`src/rtl/dram_ref_pkg.sv`:
```
package dram_ref_pkg;

    typedef enum logic [2:0] {
        ST_PWRUP,
        ST_IDLE,
        ST_REQ,
        ST_CAS,
        ST_RAS,
        ST_PRE
    } ref_state_t;

    function automatic int max_of(input int a, input int b);
        return (a > b) ? a : b;
    endfunction

endpackage

```
`src/rtl/dram_ref_tick.sv`:
```
// Free-running interval timer, enabled once initialization is finished.
module dram_ref_tick #(
    parameter int REF_INTERVAL = 1560
) (
    input  logic clk,
    input  logic rst_n,
    input  logic en,
    output logic tick
);
    localparam int CW = $clog2(REF_INTERVAL + 1);
    localparam logic [CW-1:0] LAST = CW'(REF_INTERVAL - 1);

    logic [CW-1:0] cnt;

    always_ff @(posedge clk or negedge rst_n) begin
        if (!rst_n)
            cnt <= '0;
        else if (!en)
            cnt <= '0;
        else if (cnt == LAST)
            cnt <= '0;
        else
            cnt <= cnt + 1'b1;
    end

    assign tick = en && (cnt == LAST);
endmodule

```
`src/rtl/dram_ref_pend.sv`:
```
// Saturating count of refresh slots owed to the device.
module dram_ref_pend #(
    parameter int PEND_MAX = 4
) (
    input  logic clk,
    input  logic rst_n,
    input  logic inc,
    input  logic dec,
    output logic pend_nz,
    output logic ovf
);
    localparam int PW = $clog2(PEND_MAX + 1);
    localparam logic [PW-1:0] FULL = PW'(PEND_MAX);

    logic [PW-1:0] pend;

    always_ff @(posedge clk or negedge rst_n) begin
        if (!rst_n) begin
            pend <= '0;
            ovf  <= 1'b0;
        end else if (inc && !dec) begin
            if (pend == FULL)
                ovf <= 1'b1;
            else
                pend <= pend + 1'b1;
        end else if (dec && !inc) begin
            pend <= pend - 1'b1;
        end
    end

    assign pend_nz = (pend != '0);
endmodule

```
`src/rtl/dram_ref_seq.sv`:
```
// Strobe sequencer: power-up wait, init burst, granted refresh cycles.
module dram_ref_seq
    import dram_ref_pkg::*;
#(
    parameter int STARTUP_CYC = 10000,
    parameter int INIT_CNT    = 8,
    parameter int CSR_CYC     = 1,
    parameter int RAS_CYC     = 6,
    parameter int RP_CYC      = 4
) (
    input  logic clk,
    input  logic rst_n,
    input  logic pend_nz,
    input  logic gnt,
    output logic ras_n,
    output logic cas_n,
    output logic req,
    output logic ready,
    output logic done
);
    localparam int TMAX  = max_of(max_of(STARTUP_CYC, CSR_CYC), max_of(RAS_CYC, RP_CYC));
    localparam int TMR_W = $clog2(TMAX + 1);
    localparam int IW    = $clog2(INIT_CNT + 1);
    localparam logic [TMR_W-1:0] SU_LD  = TMR_W'(STARTUP_CYC - 1);
    localparam logic [TMR_W-1:0] CSR_LD = TMR_W'(CSR_CYC - 1);
    localparam logic [TMR_W-1:0] RAS_LD = TMR_W'(RAS_CYC - 1);
    localparam logic [TMR_W-1:0] RP_LD  = TMR_W'(RP_CYC - 1);

    ref_state_t       st, st_n;
    logic [TMR_W-1:0] tmr, tmr_n;
    logic [IW-1:0]    init_left, init_n;
    logic             rdy_n;
    logic             expired;

    assign expired = (tmr == '0);

    always_comb begin
        st_n   = st;
        tmr_n  = expired ? tmr : tmr - 1'b1;
        init_n = init_left;
        rdy_n  = ready;
        unique case (st)
            ST_PWRUP: if (expired) begin
                st_n  = ST_CAS;
                tmr_n = CSR_LD;
            end
            ST_IDLE: if (pend_nz) st_n = ST_REQ;
            ST_REQ: if (gnt) begin
                st_n  = ST_CAS;
                tmr_n = CSR_LD;
            end
            ST_CAS: if (expired) begin
                st_n  = ST_RAS;
                tmr_n = RAS_LD;
            end
            ST_RAS: if (expired) begin
                st_n  = ST_PRE;
                tmr_n = RP_LD;
                if (!ready) init_n = init_left - 1'b1;
            end
            ST_PRE: if (expired) begin
                if (!ready) begin
                    if (init_left == '0) begin
                        st_n  = ST_IDLE;
                        rdy_n = 1'b1;
                    end else begin
                        st_n  = ST_CAS;
                        tmr_n = CSR_LD;
                    end
                end else if (pend_nz) begin
                    st_n  = ST_CAS;
                    tmr_n = CSR_LD;
                end else begin
                    st_n = ST_IDLE;
                end
            end
            default: st_n = ST_PWRUP;
        endcase
    end

    always_ff @(posedge clk or negedge rst_n) begin
        if (!rst_n) begin
            st        <= ST_PWRUP;
            tmr       <= SU_LD;
            init_left <= IW'(INIT_CNT);
            ready     <= 1'b0;
        end else begin
            st        <= st_n;
            tmr       <= tmr_n;
            init_left <= init_n;
            ready     <= rdy_n;
        end
    end

    always_comb begin
        cas_n = !((st == ST_CAS) || (st == ST_RAS));
        ras_n = !(st == ST_RAS);
        req   = ready && ((st == ST_REQ) || (st == ST_CAS) ||
                          (st == ST_RAS) || (st == ST_PRE));
        done  = ready && (st == ST_RAS) && expired;
    end
endmodule

```
`src/rtl/dram_refresh_sched.sv`:
```
module dram_refresh_sched #(
    parameter int STARTUP_CYC  = 10000,
    parameter int INIT_CNT     = 8,
    parameter int REF_INTERVAL = 1560,
    parameter int PEND_MAX     = 4,
    parameter int CSR_CYC      = 1,
    parameter int RAS_CYC      = 6,
    parameter int RP_CYC       = 4
) (
    input  logic clk,
    input  logic rst_n,
    input  logic ref_gnt,
    output logic ref_req,
    output logic ras_n,
    output logic cas_n,
    output logic ready,
    output logic ovf_err
);
    logic tick, pend_nz, done;

    dram_ref_tick #(.REF_INTERVAL(REF_INTERVAL)) u_tick (
        .clk(clk), .rst_n(rst_n), .en(ready), .tick(tick)
    );

    dram_ref_pend #(.PEND_MAX(PEND_MAX)) u_pend (
        .clk(clk), .rst_n(rst_n), .inc(tick), .dec(done),
        .pend_nz(pend_nz), .ovf(ovf_err)
    );

    dram_ref_seq #(
        .STARTUP_CYC(STARTUP_CYC), .INIT_CNT(INIT_CNT),
        .CSR_CYC(CSR_CYC), .RAS_CYC(RAS_CYC), .RP_CYC(RP_CYC)
    ) u_seq (
        .clk(clk), .rst_n(rst_n), .pend_nz(pend_nz), .gnt(ref_gnt),
        .ras_n(ras_n), .cas_n(cas_n), .req(ref_req), .ready(ready), .done(done)
    );
endmodule

```
`config.mk`:
```
export PLATFORM = sky130hd
export DESIGN_NAME = dram_refresh_sched
export DESIGN_NICKNAME = d
export VERILOG_FILES = /design/src/rtl/dram_ref_pkg.sv /design/src/rtl/dram_ref_tick.sv /design/src/rtl/dram_ref_pend.sv /design/src/rtl/dram_ref_seq.sv /design/src/rtl/dram_refresh_sched.sv
export SDC_FILE = /design/constraint.sdc
export NUM_CORES = 1
export LEC_CHECK = 0
export BUFFER_PORTS_ARGS = -buffer_cell sky130_fd_sc_hd__buf_2
export CAP_MARGIN = 5
export CORE_MARGIN = 5
export CORE_UTILIZATION = 58
export CTS_BUF_LIST = sky130_fd_sc_hd__clkbuf_8
export DETAILED_ROUTE_END_ITERATION = 10
export PLACE_DENSITY = 0.8
export SYNTH_ARGS = -nofsm -noshare
export SYNTH_HDL_FRONTEND = slang
export SYNTH_SLANG_ARGS = --single-unit
```
`constraint.sdc`:
```
create_clock -name clk -period 2.85 [get_ports clk]
set_input_delay 0.4275 -clock clk [delete_from_list [all_inputs] [get_ports clk]]
set_output_delay 0.4275 -clock clk [all_outputs]
set_load 0.01 [all_outputs]
```
# Word level (Yosys, flattened, before mapping)
# Cells that the tools add are included.
word_totals:
  ff_bits: 37
  output_inout_bits: 5
  word_cells: 78
op_classes:
  n_addsub: 5
  n_eq_ne: 14
  mux: 27
  n_bitwise: 1
  n_reduce_logical: 24
ops:
  columns: ["op", "n"]
  rows:
  - ["14-bit two-way mux", 9]
  - ["14-bit one-hot mux with 5 select lines", 1]
  - ["3-bit two-way mux", 10]
  - ["11-bit two-way mux", 2]
  - ["3-bit one-hot mux with 6 select lines", 1]
  - ["14-bit zero test", 1]
  - ["14-bit by 1-bit subtractor with 14-bit output (second input constant)", 1]
  - ["11-bit by 1-bit adder with 11-bit output (second input constant)", 1]
  - ["11-bit equality test (second input constant)", 1]
  - ["3-bit equality test (second input constant)", 3]
  - ["2-bit by 1-bit inequality test with 1-bit output (second input constant)", 4]
  - ["3-bit by 2-bit equality test with 1-bit output (second input constant)", 2]
  - ["1-bit logical AND", 6]
  - ["2-bit inequality test (second input constant)", 3]
  - ["2-bit AND reduction", 3]
  - ["6-bit AND reduction", 1]
  - ["1-bit zero test", 4]
  - ["4-bit zero test", 1]
  - ["1-bit logical OR", 4]
  - ["2-bit two-way mux", 2]
  - ["4-bit by 1-bit subtractor with 4-bit output (second input constant)", 1]
  - ["3-bit by 1-bit adder with 3-bit output (second input constant)", 1]
  - ["3-bit by 1-bit equality test with 1-bit output (second input constant)", 1]
  - ["3-bit zero test", 1]
  - ["other kinds (6)", 7]

# Depth between registers and ports, before layout
depth:
  ltp_word: 7
  ltp_mapped: 11

# Modules after synthesis
# From an unflattened synthesis, not the netlist that was laid out.
hier_totals:
  hier_cells: 239
  area_unflattened_um2: 2299.7
modules_own_cells:
  columns: ["mod", "n_inst", "cells_per_inst", "area_per_inst_um2", "seq_area_each_um2"]
  rows:
  - ["dram_ref_seq", 1, 155, 1461.4, 561.8]
  - ["dram_ref_tick", 1, 53, 545.5, 275.3]
  - ["dram_ref_pend", 1, 31, 292.8, 100.1]

# Least setup slack after synthesis
# No wires, ideal clock.
synth_path:
  path_type: "register to register"
  from: "reg u_seq.tmr[0]"
  to: "reg u_pend.pend[1]"
  setup_ns: 0.125
  t_arrival_ns: 2.614
  t_required_ns: 2.725
  slack_ns: 0.111
  path_stages_with_launch: 10
  synth_period_minus_slack_ns: 2.739
  path_cell_list: "dfstp_2 > inv_1 > ha_1 > or4b_1 > nor4_4 > inv_2 > o211a_1 > inv_1 > fa_1 > mux2_4"
synth_between:
  elab_chain_len: 6
  word_cells_on_any_way: 9
  classes_between: "eq/ne: 1; mux: 1; reduce/logical: 7"
synth_rtl:
  columns: ["element", "line", "text"]
  rows:
  - ["start, declared", "dram_ref_seq.sv:30", "logic [TMR_W-1:0] tmr, tmr_n;"]
  - ["start signal, assigned", "dram_ref_seq.sv:89", "tmr <= tmr_n;"]
  - ["14-bit zero test *", "dram_ref_seq.sv:35", "assign expired = (tmr == '0);"]
  - ["1-bit logical AND *", "dram_ref_seq.sv:100", "done = ready && (st == ST_RAS) && expired;"]
  - ["1-bit zero test", "dram_ref_pend.sv:21", "end else if (inc && !dec) begin"]
  - ["1-bit logical AND", "dram_ref_pend.sv:21", null]
  - ["2-bit inequality test (no line) / 2-bit nonzero test (equally long branches)", null, null]
  - ["2-bit AND reduction (no line)", null, null]
  - ["end signal, assigned", "dram_ref_pend.sv:25", "pend <= pend + 1'b1;"]
  - ["end signal, assigned", "dram_ref_pend.sv:27", "pend <= pend - 1'b1;"]
  - ["end, declared", "dram_ref_pend.sv:15", "logic [PW-1:0] pend;"]
# Every way passes the cells marked *; elsewhere a longest branch is shown, timed or not.
# A chain may end at the register's enable or synchronous reset.

# Final worst setup path
# Same ends and word-level chain as after synthesis.

==> results.txt <==
root buf cell - clkbuf_8
DRC - 0
P&R area growth vs syn - 10.83%
Async S/R FF share, synth - 100.0%
fin crit share - 95.14%
Worst Setup End Kind - flop
Crit Path Category - flop to flop
Post-synth EDFFs - 0
Syn. warnings - 0
pre-CTS WS - 102.3 ps
worst path bufs/invs - 3
Row Count - 22
nature of the critical path startpoint - flop
Max-Cap Viols - 0
final wirelength - 4.051 mm
Top FF cell, synth - dfrtp_1
WP data required - 3030 ps
RSZ-0062 raised after global routing - false
Final Hold Fails - 0
Congestion Overflow GR - 0
Distinct cells, synth - 55
Tightest Pin Transition - 835.9 ps
Die Wd - 70.54 µm
Crit path top cell by count - inv_1
Worst Path Max Fanout - 4
Worst VDD drop - 0.3979 mV
average cell area after synthesis - 9.663 µm²
Max stage delay on crit path - 520 ps
ANT nets after route - 0
first-pass GRT wire length - 7.127 mm
CP Cell Sequence - inv_1 -> ha_1 -> or4b_4 -> nor4_4 -> inv_2 -> o211a_1 -> inv_1 -> fa_1 -> mux2_4
CTS tree - done
largest net degree at the start of global routing - 38
DIE HEIGHT - 70.54 µm
post-synthesis register bit count - 37
slowest stage cell, crit path - or4b_4
share of post-route cells with drive strength above 1 - 19.66%
Cells after Synth - 220
WL/cell - 14.37 µm
Mapped Nets - 230
CTS Sinks - 37
max-slew violations - 0
Reg clk slew, reported paths - 70 ps
clk_skew - 4.248 ps
synthesized area - 2126 µm²
vias in the first global route - 1555
DRT iter0 DRCs - 123
cell area power density - 892.8 nW/µm²
worst skew pair latency - 290 ps
I/O Buffers - 7
max_slew headroom - 44.28%
Max Freq - 0.3688 GHz
DR pass1 iterations - 4
crit path DAT - 2890 ps
Design Power - 2.104 mW
core box area - 3606 µm²
fin crit period - 2712 ps
# diodes - 0
total track usage - 17.91%
DR vias - 1655
deepest clock path buffer count - 2
HP Class - input pin to asynchronous set/reset pin
Leakage - 0.9601 nW
register area share after synthesis - 44.08%
IO Pins - 8
die area - 4976 µm²
dpl hpwl - 2.819 mm
Fin Setup TNS - 0 ps
Starting Density - 58.95%
antenna violations before repair - 0
# H-tree levels - 2
Hold Buf Count CTS - 0
gpl congestion - 0.8539
Final setup viols - 0
Num CTS Buffers - 5
final worst slack - 138.4 ps
vias per cell - 5.869
Layout Nets - 243
CP delay by family, top - simple AND/OR/NAND/NOR gates
outcome - complete, no violations
==> cells by family (layout without fill, tap and decap cells) <==
family                     count (synthesis)  after routing  share of synthesized area [%]
buffers and inverters                     16             30                          3.237
AOI/OAI and AO/OA                         41             41                          13.60
xor gates and xnor gates                  20             20                          8.240
DFF                                       37             37                          44.08
and+or+nand+nor                           96             96                          24.72
adders and majority gates                  7              7                          4.473
muxes                                      3              3                          1.648
==> flip-flops by register name, indices dropped and copies added (netlist names) <==
signal and flops:
u_seq.tmr 14, u_seq.init_left 4, u_seq.st 3, u_pend.ovf 1, u_tick.cnt 11, u_seq.ready 1, u_pend.pend 3
==> synthesized netlist by cell type (5+ instances only) <==
cell	count	area share [%]
nand2b_1	5	1.5
nor2_1	28	4.9
nand2_1	13	2.3
nand3_1	8	1.9
clkbuf_1	6	1.1
o21ai_0	6	1.4
a21oi_1	14	3.3
nor4_1	6	1.8
dfrtp_1	28	33
ha_1	6	3.5
xnor2_1	14	5.8
inv_1	7	1.2
dfstp_2	9	11
nor3_1	11	2.6
xor2_1	6	2.5
==> final cells by class <==
| type | instances | area, µm² |
|---|---|---|
| inverters | 8 | 30.03 |
| clock buffers | 7 | 96.34 |
| multi-input cells | 167 | 1140 |
| repair buffers | 14 | 87.58 |
| fillers | 293 | 1250 |
| well taps | 48 | 60.06 |
| flip-flops and latches | 37 | 937.1 |
| clock inverters | 1 | 5.005 |
==> path summary, 6_finish.rpt <==
kind / start / endpoint / slack [ps] / cells after the start
max: u_seq.tmr[0]$_DFF_PN1_ / u_pend.pend[1]$_DFFE_PN0P_ / 140 / 9
min: rst_n / u_seq.tmr[12]$_DFF_PN0_ / 240 / 1
max reg2reg: u_seq.tmr[0]$_DFF_PN1_ / u_pend.pend[1]$_DFFE_PN0P_ / 140 / 9
min reg2reg: u_pend.ovf$_DFFE_PN0P_ / u_pend.ovf$_DFFE_PN0P_ / 490 / 1
max in group asynchronous: rst_n / u_seq.st[2]$_DFFE_PN0P_ / 2090 / 1
min in group clk: ref_gnt / u_seq.tmr[2]$_DFF_PN1_ / 480 / 4
==> routing by layer <==
layer	share of wire [%]	routed length, µm	up-vias	GRT usage, %
met5	0	0	-	0
met4	2.1	84	0	8.351
met2	48	1947	38	26.61
li1	-	-	808	-
met1	46	1859	800	25.14
met3	3.9	160	9	3.835
==> through the flow <==
stage | hold slack [ps] | utilization (%) | area [µm²] | std cells
finish | 238.3 | 65.34 | 2356 | 282
global route | 285.0 | 65.34 | 2356 | 282
CTS | 238.9 | 64.99 | 2344 | 282
detailed placement | 470.3 | 62.18 | 2242 | 274
global placement | 464.6 | 62.18 | 2242 | 274
floorplan | 131.9 | - | 2126 | 220
==> worst register-to-register path: cells and delay by family, from the launching register on <==
kind | cells | cell delay [ps]
multiplexers | 1 | 270
buffers and inverters | 3 | 250
flip-flops | 1 | 390
adder cells (fa/ha/maj) | 2 | 630
AO/OA/AOI/OAI | 1 | 250
AND/OR/NAND/NOR | 2 | 800
==> cell usage in the layout (no fill, tap or decap), types with 2 or more instances in the layout <==
cell type,n
nor3b_1,2
o21ai_0,6
nor2b_1,3
dfstp_2,9
o22ai_1,2
ha_1,5
xor2_1,6
clkbuf_8,7
nor3_1,11
inv_1,7
a31oi_1,2
or3_1,3
dfrtp_1,28
a21boi_0,2
or4_1,2
xnor2_1,14
a21oi_1,14
nand2b_1,5
nor2_1,28
nor4_1,5
nand3_1,8
mux2i_1,2
buf_4,7
nor4b_1,2
and3_1,2
nand2_1,13
buf_2,7
==> where the power goes <==
group / switching (mW) / total [mW] / internal, mW
combinational: 0.541 / 0.930 / 0.388
sequential: 0.100 / 0.773 / 0.673
clock: 0.183 / 0.401 / 0.218
==> what timing repair did <==
item                                    CTS  global route
gates resized for setup                   0             3
buffers inserted                          0             0
endpoints found under the setup margin    0             3
Power figures use the tool's default switching activity.
